===== src/rtl/pwr_ctl_pkg.sv =====
package pwr_ctl_pkg;
  localparam int NUM_SRC   = 3;
  localparam int SRC_KEY   = 0;
  localparam int SRC_AUX   = 1;
  localparam int SRC_ALARM = 2;

  localparam logic [1:0] ADDR_FLAGS = 2'd0;
  localparam logic [1:0] ADDR_IRQEN = 2'd1;
  localparam logic [1:0] ADDR_CMD   = 2'd2;

  typedef logic [NUM_SRC-1:0] wake_vec_t;
endpackage


===== src/rtl/pwr_debounce.sv =====
module pwr_debounce #(
  parameter int DB_TICKS = 2048,
  parameter bit RST_VAL  = 1'b0
) (
  input  logic clk,
  input  logic rst_n,
  input  logic tick_en,
  input  logic din,
  output logic dout
);
  localparam int CW = (DB_TICKS > 1) ? $clog2(DB_TICKS) : 1;
  localparam logic [CW-1:0] LAST = CW'(DB_TICKS - 1);

  logic [1:0]    sync_q;
  logic [CW-1:0] cnt_q;

  always_ff @(posedge clk or negedge rst_n) begin
    if (!rst_n) sync_q <= {2{RST_VAL}};
    else        sync_q <= {sync_q[0], din};
  end

  always_ff @(posedge clk or negedge rst_n) begin
    if (!rst_n) begin
      cnt_q <= '0;
      dout  <= RST_VAL;
    end else if (sync_q[1] == dout) begin
      cnt_q <= '0;
    end else if (tick_en) begin
      if (cnt_q == LAST) begin
        dout  <= sync_q[1];
        cnt_q <= '0;
      end else begin
        cnt_q <= cnt_q + 1'b1;
      end
    end
  end
endmodule


===== src/rtl/pwr_wake_flags.sv =====
module pwr_wake_flags import pwr_ctl_pkg::*; (
  input  logic      clk,
  input  logic      rst_n,
  input  logic      key_db,
  input  logic      aux_db,
  input  logic      alarm,
  input  wake_vec_t clr_vec,
  output wake_vec_t flags
);
  logic      key_d, aux_d;
  wake_vec_t set_vec;

  always_ff @(posedge clk or negedge rst_n) begin
    if (!rst_n) begin
      key_d <= 1'b0;
      aux_d <= 1'b0;
    end else begin
      key_d <= key_db;
      aux_d <= aux_db;
    end
  end

  always_comb begin
    set_vec            = '0;
    set_vec[SRC_KEY]   = key_db & ~key_d;
    set_vec[SRC_AUX]   = aux_db & ~aux_d;
    set_vec[SRC_ALARM] = alarm;
  end

  for (genvar i = 0; i < NUM_SRC; i++) begin : g_flag
    always_ff @(posedge clk or negedge rst_n) begin
      if (!rst_n)          flags[i] <= 1'b0;
      else if (set_vec[i]) flags[i] <= 1'b1;
      else if (clr_vec[i]) flags[i] <= 1'b0;
    end
  end
endmodule


===== src/rtl/pwr_regs.sv =====
module pwr_regs import pwr_ctl_pkg::*; #(
  parameter int DW = 8
) (
  input  logic          clk,
  input  logic          rst_n,
  input  logic          reg_wr,
  input  logic [1:0]    reg_addr,
  input  logic [DW-1:0] reg_wdata,
  input  wake_vec_t     flags,
  input  logic          bat_low,
  output wake_vec_t     clr_vec,
  output logic          irq_en,
  output logic          off_req,
  output logic [DW-1:0] reg_rdata
);
  always_ff @(posedge clk or negedge rst_n) begin
    if (!rst_n)                                  irq_en <= 1'b0;
    else if (reg_wr && reg_addr == ADDR_IRQEN)   irq_en <= reg_wdata[0];
  end

  assign clr_vec = (reg_wr && reg_addr == ADDR_FLAGS) ? reg_wdata[NUM_SRC-1:0] : '0;
  assign off_req = reg_wr && (reg_addr == ADDR_CMD) && reg_wdata[0];

  always_comb begin
    reg_rdata = '0;
    case (reg_addr)
      ADDR_FLAGS: begin
        reg_rdata[NUM_SRC-1:0] = flags;
        reg_rdata[NUM_SRC]     = bat_low;
      end
      ADDR_IRQEN: reg_rdata[0] = irq_en;
      default:    reg_rdata = '0;
    endcase
  end
endmodule


===== src/rtl/pwr_ctl_top.sv =====
module pwr_ctl_top import pwr_ctl_pkg::*; #(
  parameter int DB_TICKS = 2048,
  parameter int DW       = 8
) (
  input  logic          clk,
  input  logic          rst_n,
  input  logic          tick_en,
  input  logic          key_in,
  input  logic          aux_in,
  input  logic          alarm_pulse,
  input  logic          lowbat_n_in,
  input  logic          rstout_n,
  input  logic          reg_wr,
  input  logic [1:0]    reg_addr,
  input  logic [DW-1:0] reg_wdata,
  output logic [DW-1:0] reg_rdata,
  output logic          power_en,
  output logic          power_en_n,
  output logic          comb_irq,
  output logic          comb_irq_oe
);
  localparam int NDB = 3;
  localparam logic [NDB-1:0] DB_RST = 3'b100;

  logic [NDB-1:0] raw_vec, db_vec;
  wake_vec_t      flags, clr_vec;
  logic           irq_en, off_req, inhibit, lowbat_db_n, pwr_on_q, any_flag;

  assign raw_vec = {lowbat_n_in, aux_in, key_in};

  for (genvar i = 0; i < NDB; i++) begin : g_db
    pwr_debounce #(.DB_TICKS(DB_TICKS), .RST_VAL(DB_RST[i])) u_db (
      .clk(clk), .rst_n(rst_n), .tick_en(tick_en),
      .din(raw_vec[i]), .dout(db_vec[i])
    );
  end

  assign lowbat_db_n = db_vec[2];

  pwr_wake_flags u_flags (
    .clk(clk), .rst_n(rst_n),
    .key_db(db_vec[0]), .aux_db(db_vec[1]), .alarm(alarm_pulse),
    .clr_vec(clr_vec), .flags(flags)
  );

  pwr_regs #(.DW(DW)) u_regs (
    .clk(clk), .rst_n(rst_n),
    .reg_wr(reg_wr), .reg_addr(reg_addr), .reg_wdata(reg_wdata),
    .flags(flags), .bat_low(~lowbat_db_n),
    .clr_vec(clr_vec), .irq_en(irq_en), .off_req(off_req),
    .reg_rdata(reg_rdata)
  );

  assign inhibit  = ~lowbat_db_n | ~rstout_n;
  assign any_flag = |flags;

  always_ff @(posedge clk or negedge rst_n) begin
    if (!rst_n)        pwr_on_q <= 1'b0;
    else if (inhibit)  pwr_on_q <= 1'b0;
    else if (any_flag) pwr_on_q <= 1'b1;
    else if (off_req)  pwr_on_q <= 1'b0;
  end

  assign power_en    = ~inhibit & (pwr_on_q | any_flag);
  assign power_en_n  = ~power_en;
  assign comb_irq_oe = ~inhibit;
  assign comb_irq    = any_flag & irq_en & ~inhibit;
endmodule


===== config.mk =====
export PLATFORM = sky130hd
export DESIGN_NAME = pwr_ctl_top
export DESIGN_NICKNAME = d
export VERILOG_FILES = /design/src/rtl/pwr_ctl_pkg.sv /design/src/rtl/pwr_debounce.sv /design/src/rtl/pwr_wake_flags.sv /design/src/rtl/pwr_regs.sv /design/src/rtl/pwr_ctl_top.sv
export SDC_FILE = /design/constraint.sdc
export NUM_CORES = 1
export LEC_CHECK = 0
export BUFFER_PORTS_ARGS = -buffer_cell sky130_fd_sc_hd__buf_2
export CAP_MARGIN = 10
export CELL_PAD_IN_SITES_DETAIL_PLACEMENT = 0
export CELL_PAD_IN_SITES_GLOBAL_PLACEMENT = 1
export CORE_ASPECT_RATIO = 1.4
export CORE_UTILIZATION = 46
export CTS_BUF_LIST = sky130_fd_sc_hd__clkbuf_8
export CTS_CLUSTER_SIZE = 12
export DETAILED_ROUTE_END_ITERATION = 12
export GPL_TIMING_DRIVEN = 0
export PLACE_DENSITY_LB_ADDON = 0.1
export RECOVER_POWER = 25
export SETUP_SLACK_MARGIN = 0.3
export SLEW_MARGIN = 20
export SYNTH_ARGS = -nofsm -noshare
export SYNTH_HDL_FRONTEND = slang
export SYNTH_SLANG_ARGS = --single-unit

===== constraint.sdc =====
create_clock -name clk -period 2.3 [get_ports clk]
set_clock_uncertainty 0.1 [all_clocks]
set_input_delay 0.575 -clock clk [delete_from_list [all_inputs] [get_ports clk]]
set_output_delay 0.575 -clock clk [all_outputs]
set_load 0.01 [all_outputs]

Word-level counts from Yosys, hierarchy flattened
Cells that the tools add are included.
- word-level logic and storage cells: 80
- bits in latches: 0
- bits in read-only memories: 0
- RAM bits: 0
- input port bits: 19
- memories kept: 0
- output and inout bits: 12
- register bits after elaboration: 49
- shift operators: 0
- bitwise gates (word level): 16
- div/mod/pow operators: 0
- order comparisons: 0
- add/sub/neg operators: 3
- $mul: 0
- reductions and logical operators: 16
- muxes and demuxes: 21
- eq/ne operators: 8
- operator list (operator ; count):
    11-bit two-way mux ; 9
    11-bit by 1-bit adder with 11-bit output (second input constant) ; 3
    11-bit equality test (second input constant) ; 3
    2-bit nonzero test ; 6
    1-bit two-way mux ; 9
    1-bit inverter ; 9
    3-bit AND reduction ; 3
    3-bit two-way mux ; 2
    1-bit AND ; 5
    1-bit logical AND ; 4
    1-bit equality test ; 3
    3-bit nonzero test ; 1
    3-bit OR reduction ; 1
    2-bit by 1-bit equality test with 1-bit output (second input constant) ; 1
    2-bit equality test (second input constant) ; 1
    2-bit zero test ; 1
    1-bit OR ; 2
    1-bit case mux with 2 select lines ; 1

Longest topological paths before layout
- depth after elaboration: 6
- mapped depth: 6
- gate-level depth less buffers: 5

Modules after synthesis
A second synthesis with hierarchy kept.
- cells, all modules: 259
- area, all modules: 2580.0 um^2
- modules (own cells, without submodules) (module ; area each (um^2) ; seq. area each (um^2) ; cells an instance ; instances):
    pwr_debounce at g_db[0].u_db ... ; 724.4 ; 350.3 ; 73 ; 2
    pwr_debounce at g_db[2].u_db ; 728.2 ; 354.1 ; 73 ; 1
    pwr_wake_flags ; 176.4 ; 125.1 ; 13 ; 1
    pwr_regs ; 147.6 ; 25.0 ; 18 ; 1
    pwr_ctl_top ; 78.8 ; 25.0 ; 9 ; 1

Worst setup path after synthesis
No wires, ideal clock.
- path type: register -> output
- from: register u_flags.flags[0]
- to: output power_en
- path buffers: 0
- setup slack: 368 ps
- cell stages (with the launch flop): 3
- data arrival time: 1257 ps
- data required time: 1625 ps
- cell sequence: dfrtp_1 -> o41ai_1 -> inv_1
- longest elaborated chain between the ends: 3
- RTL lines (element ; line ; RTL):
    start, declared ; pwr_wake_flags.sv:8 ; output wake_vec_t flags
    start signal, assigned by index ; pwr_wake_flags.sv:32 ; if (!rst_n) flags[i] <= 1'b0;
    start signal, assigned by index ; pwr_wake_flags.sv:33 ; else if (set_vec[i]) flags[i] <= 1'b1;
    start signal, assigned by index ; pwr_wake_flags.sv:34 ; else if (clr_vec[i]) flags[i] <= 1'b0;
    3-bit OR reduction ; pwr_ctl_top.sv:55 ; assign any_flag = |flags;
    1-bit OR ; pwr_ctl_top.sv:64 ; assign power_en = ~inhibit & (pwr_on_q | any_flag);
    1-bit AND ; pwr_ctl_top.sv:64 ;
    end, declared ; pwr_ctl_top.sv:17 ; output logic power_en,
Every way passes these cells.

Final worst setup path
- from: register u_flags.flags[1]
- to: output power_en
Same word-level chain as after synthesis.

==> metrics.txt <==
cells after synthesis=247; setup TNS=0 ns; row cnt=30; crit-path cells=o41ai_2, inv_1, buf_2; status=completed; CP max stage delay=0.42 ns; Worst R2R End=g_db[1].u_db.cnt_q[9]$_DFFE_PN0P_; final net count=301; CP Class=register to output port; Post-Syn Area=0.00241 mm2; vias in the first global route=1,810; Worst path top cell family by delay=flip-flops; Die H=87.6 um; worst min-delay path class=register to register; Vias per Instance=5.41; Least-Margin Pin Slew=1.21 ns; RSZ-0062 raised after global routing=true; Slowest-stage cell, CP=dfrtp_1; Core Util, Final=55.8%; Power Density=589 mW/mm2; Clk pin slew, worst setup/hold paths=0.09 ns; final setup fails=0; core area=0.00495 mm2; Leak Pwr=1.21 nW; hold path cells=0; worst skew pair latency=0.30 ns; Routed Wire Length=4830 um; Initial DRT Pass Iterations=4; H-tree depth=2; CP Max Fanout=3; Root Buffer=clkbuf_8; Async SR Flop Fraction=100%; PortBufs=21; GRT Util Overall=19.2%; layout cell share with drive strength beyond 1=18.2%; post-synthesis simple-gate area fraction=24.1%; Rel. slew slack=19.7%; Slew Limit Fails=0; diodes inserted=0; gpl congestion=0.749; clock buffer depth=2; combinational share of power=6.9%; Adder-Cell Fraction of Synth Area=1.56%; min-delay src=g_db[0].u_db.sync_q[0]$_DFF_PN0_; Yosys top cell area share=47.8%; Synth Warn #=0; number of synthesized flops with an enable pin=0; compound-cell area share of the yosys netlist=10.3%; Tcrit/Tclk final=86.5%; largest family of logic cells by synthesized area=simple AND/OR/NAND/NOR gates; area delta synth->final=14.7%; Post-DRT Antenna Nets=0; Detailed Place HPWL=3320 um; first-pass GRT wire length=8270 um; initial drt markers=81; Synth Area in XOR/XNOR=6.54%; synth unique cells=45; largest net degree at the start of global routing=50; CTS tree=done; multiplexer area fraction after synthesis=2.70%; Clk pwr share=37.8%; Req. time, crit path=1.62 ns; dominant cell type by area after synthesis=dfrtp_1; top-count cell post-synth=dfrtp_1; Crit. End Element=output port; CTS sink count=49; vias=1,862; Seq cells post-synth=49; Switching Share=23.5%; Arrival @ worst endpoint=1.31 ns; Die ar.=0.00554 mm2; max cap viols=0; buffers plus inverters on the worst setup path=2; Min Hold Slack=0.259 ns; initial core utilization=48.6%; I/O pin cnt=31; mean post-synth cell area=9.76 um2; Psw=0.382 mW; Register-to-Register Path Depth=6; largest cells by area after synthesis=dfrtp_1 (48%), xor2_1 (4.7%), nand2_1 (4.2%); top post-synthesis cells by count=dfrtp_1 (46), nand2_1 (27), nor2_1 (23), nand3_1 (18), xor2_1 (13); Final Hold Fails=0; WHS Endpoint=g_db[0].u_db.sync_q[1]$_DFF_PN0_; post-synthesis sequential area ratio=51.0%; WL/cell=14.0 um; top_reg_cell synth=dfrtp_1; Max Freq=503 MHz; Min Clock Period, post-route=1.99 ns; RR Startpoint=g_db[1].u_db.cnt_q[0]$_DFFE_PN0P_; Remaining Overflow, GRT=0; Num CTS Buffers=5; die width=63.2 um; Pint=1.25 mW; initial antenna violation count=0; Reg power frac=55.3%; worst vdd ir=0.296 mV; FF-to-FF setup slack=0.40 ns; drc violations=0; critical path launch point type=register
power by group through the flow:
stage          registers, mW  clock network (mW)  logic, mW
4_1_cts                0.899               0.634      0.112
3_5_place_dp           0.916                   0      0.110
3_3_place_gp           0.915                   0      0.109
5_1_grt                0.904               0.666      0.128
2_1_floorplan          0.911                   0     0.0601
6_report               0.900               0.616      0.112
cell families (layout without fill, tap and decap cells):
kind of cell               count (synthesis)  in the layout
other                                      1              4
buffers and inverters                     19             49
adders and majority gates                  3              3
muxes                                      6              6
xor gates and xnor gates                  18             18
AOI/OAI and AO/OA                         40             40
DFF                                       49             49
and+or+nand+nor                          111            111
through the flow:
| stage | setup slack [ns] | total power, mW | cells | instance area, um2 |
|---|---|---|---|---|
| after floorplan | 0.368 | 0.971 | 250 | 2420 |
| after global placement | 0.0603 | 1.02 | 335 | 2610 |
| after detailed placement | 0.0532 | 1.03 | 335 | 2610 |
| after CTS | 0.298 | 1.64 | 344 | 2740 |
| after global routing | 0.238 | 1.70 | 344 | 2770 |
| final | 0.310 | 1.63 | 344 | 2770 |
area by class of cell:
class,count,area (um2)
fill,477,2190
sequential,49,1230
multi-input combinational,182,1140
timing repair buffer,22,113
tap,64,80.1
clock buffer,5,68.8
buffer,11,58.8
clock inverter,3,42.5
inverter,8,30.0
worst max path at each step:
stage                                 start                                end  slack [ns]  depth (start not counted)
2_1_floorplan  u_flags.flags[0]$_DFFE_PN0P_                           power_en        0.37                          2
3_3_place_gp                        tick_en  g_db[2].u_db.cnt_q[3]$_DFFE_PN0P_        0.06                          5
3_5_place_dp                        tick_en  g_db[2].u_db.cnt_q[5]$_DFFE_PN0P_        0.05                          5
4_1_cts        u_flags.flags[1]$_DFFE_PN0P_                           power_en        0.30                          3
5_1_grt        u_flags.flags[1]$_DFFE_PN0P_                           power_en        0.24                          3
6_report       u_flags.flags[1]$_DFFE_PN0P_                           power_en        0.31                          3
registers in the layout, summed over array words and instances (netlist names):
name and cells:
g_db.u_db.cnt_q 33, g_db.u_db.sync_q 6, g_db.u_db.dout 3, u_flags.flags 3, pwr_on_q 1, u_flags.aux_d 1
u_flags.key_d 1, u_regs.irq_en 1
worst reg2reg max path: stages (launching register included):
cell and delay (ns):
dfrtp_1 0.45, ha_4 0.19, nand2_1 0.06, or4_2 0.53
clkbuf_2 0.18, or4b_1 0.20, o22ai_1 0.09
timing repair:
action | in CTS | in global routing
pin swaps | 1 | 0
endpoints found under the setup margin | 3 | 12
gates resized for setup | 2 | 7
hold buffers | 0 | 0
setup buffers | 1 | 0
layout by cell type (no fill, tap or decap), drive strengths merged, types with 2 or more instances in the layout:
master / instances
nor3b: 3
ha: 3
nand4: 9
mux2: 4
inv: 9
clkbuf: 13
dfrtp: 46
nand3: 19
and4: 4
and2: 5
conb: 4
o21ai: 7
a31oi: 9
nand2: 27
a21oi: 11
xor2: 13
buf: 25
dfstp: 3
xnor2: 5
or3: 4
mux2i: 2
nor3: 3
and3: 5
o31ai: 3
nor4: 3
nand3b: 3
nor2: 23
metal layers:
layer | global-route usage, % | up-vias | wire length [um] | share of wire (%)
met5 | 0 | - | 0 | 0
met4 | 8.06 | 0 | 87 | 1.8
met3 | 3.52 | 8 | 99 | 2.1
met2 | 33.1 | 22 | 2360 | 49
met1 | 23.7 | 899 | 2280 | 47
li1 | - | 933 | - | -
Note: power is estimated with default switching activity, not from simulation.
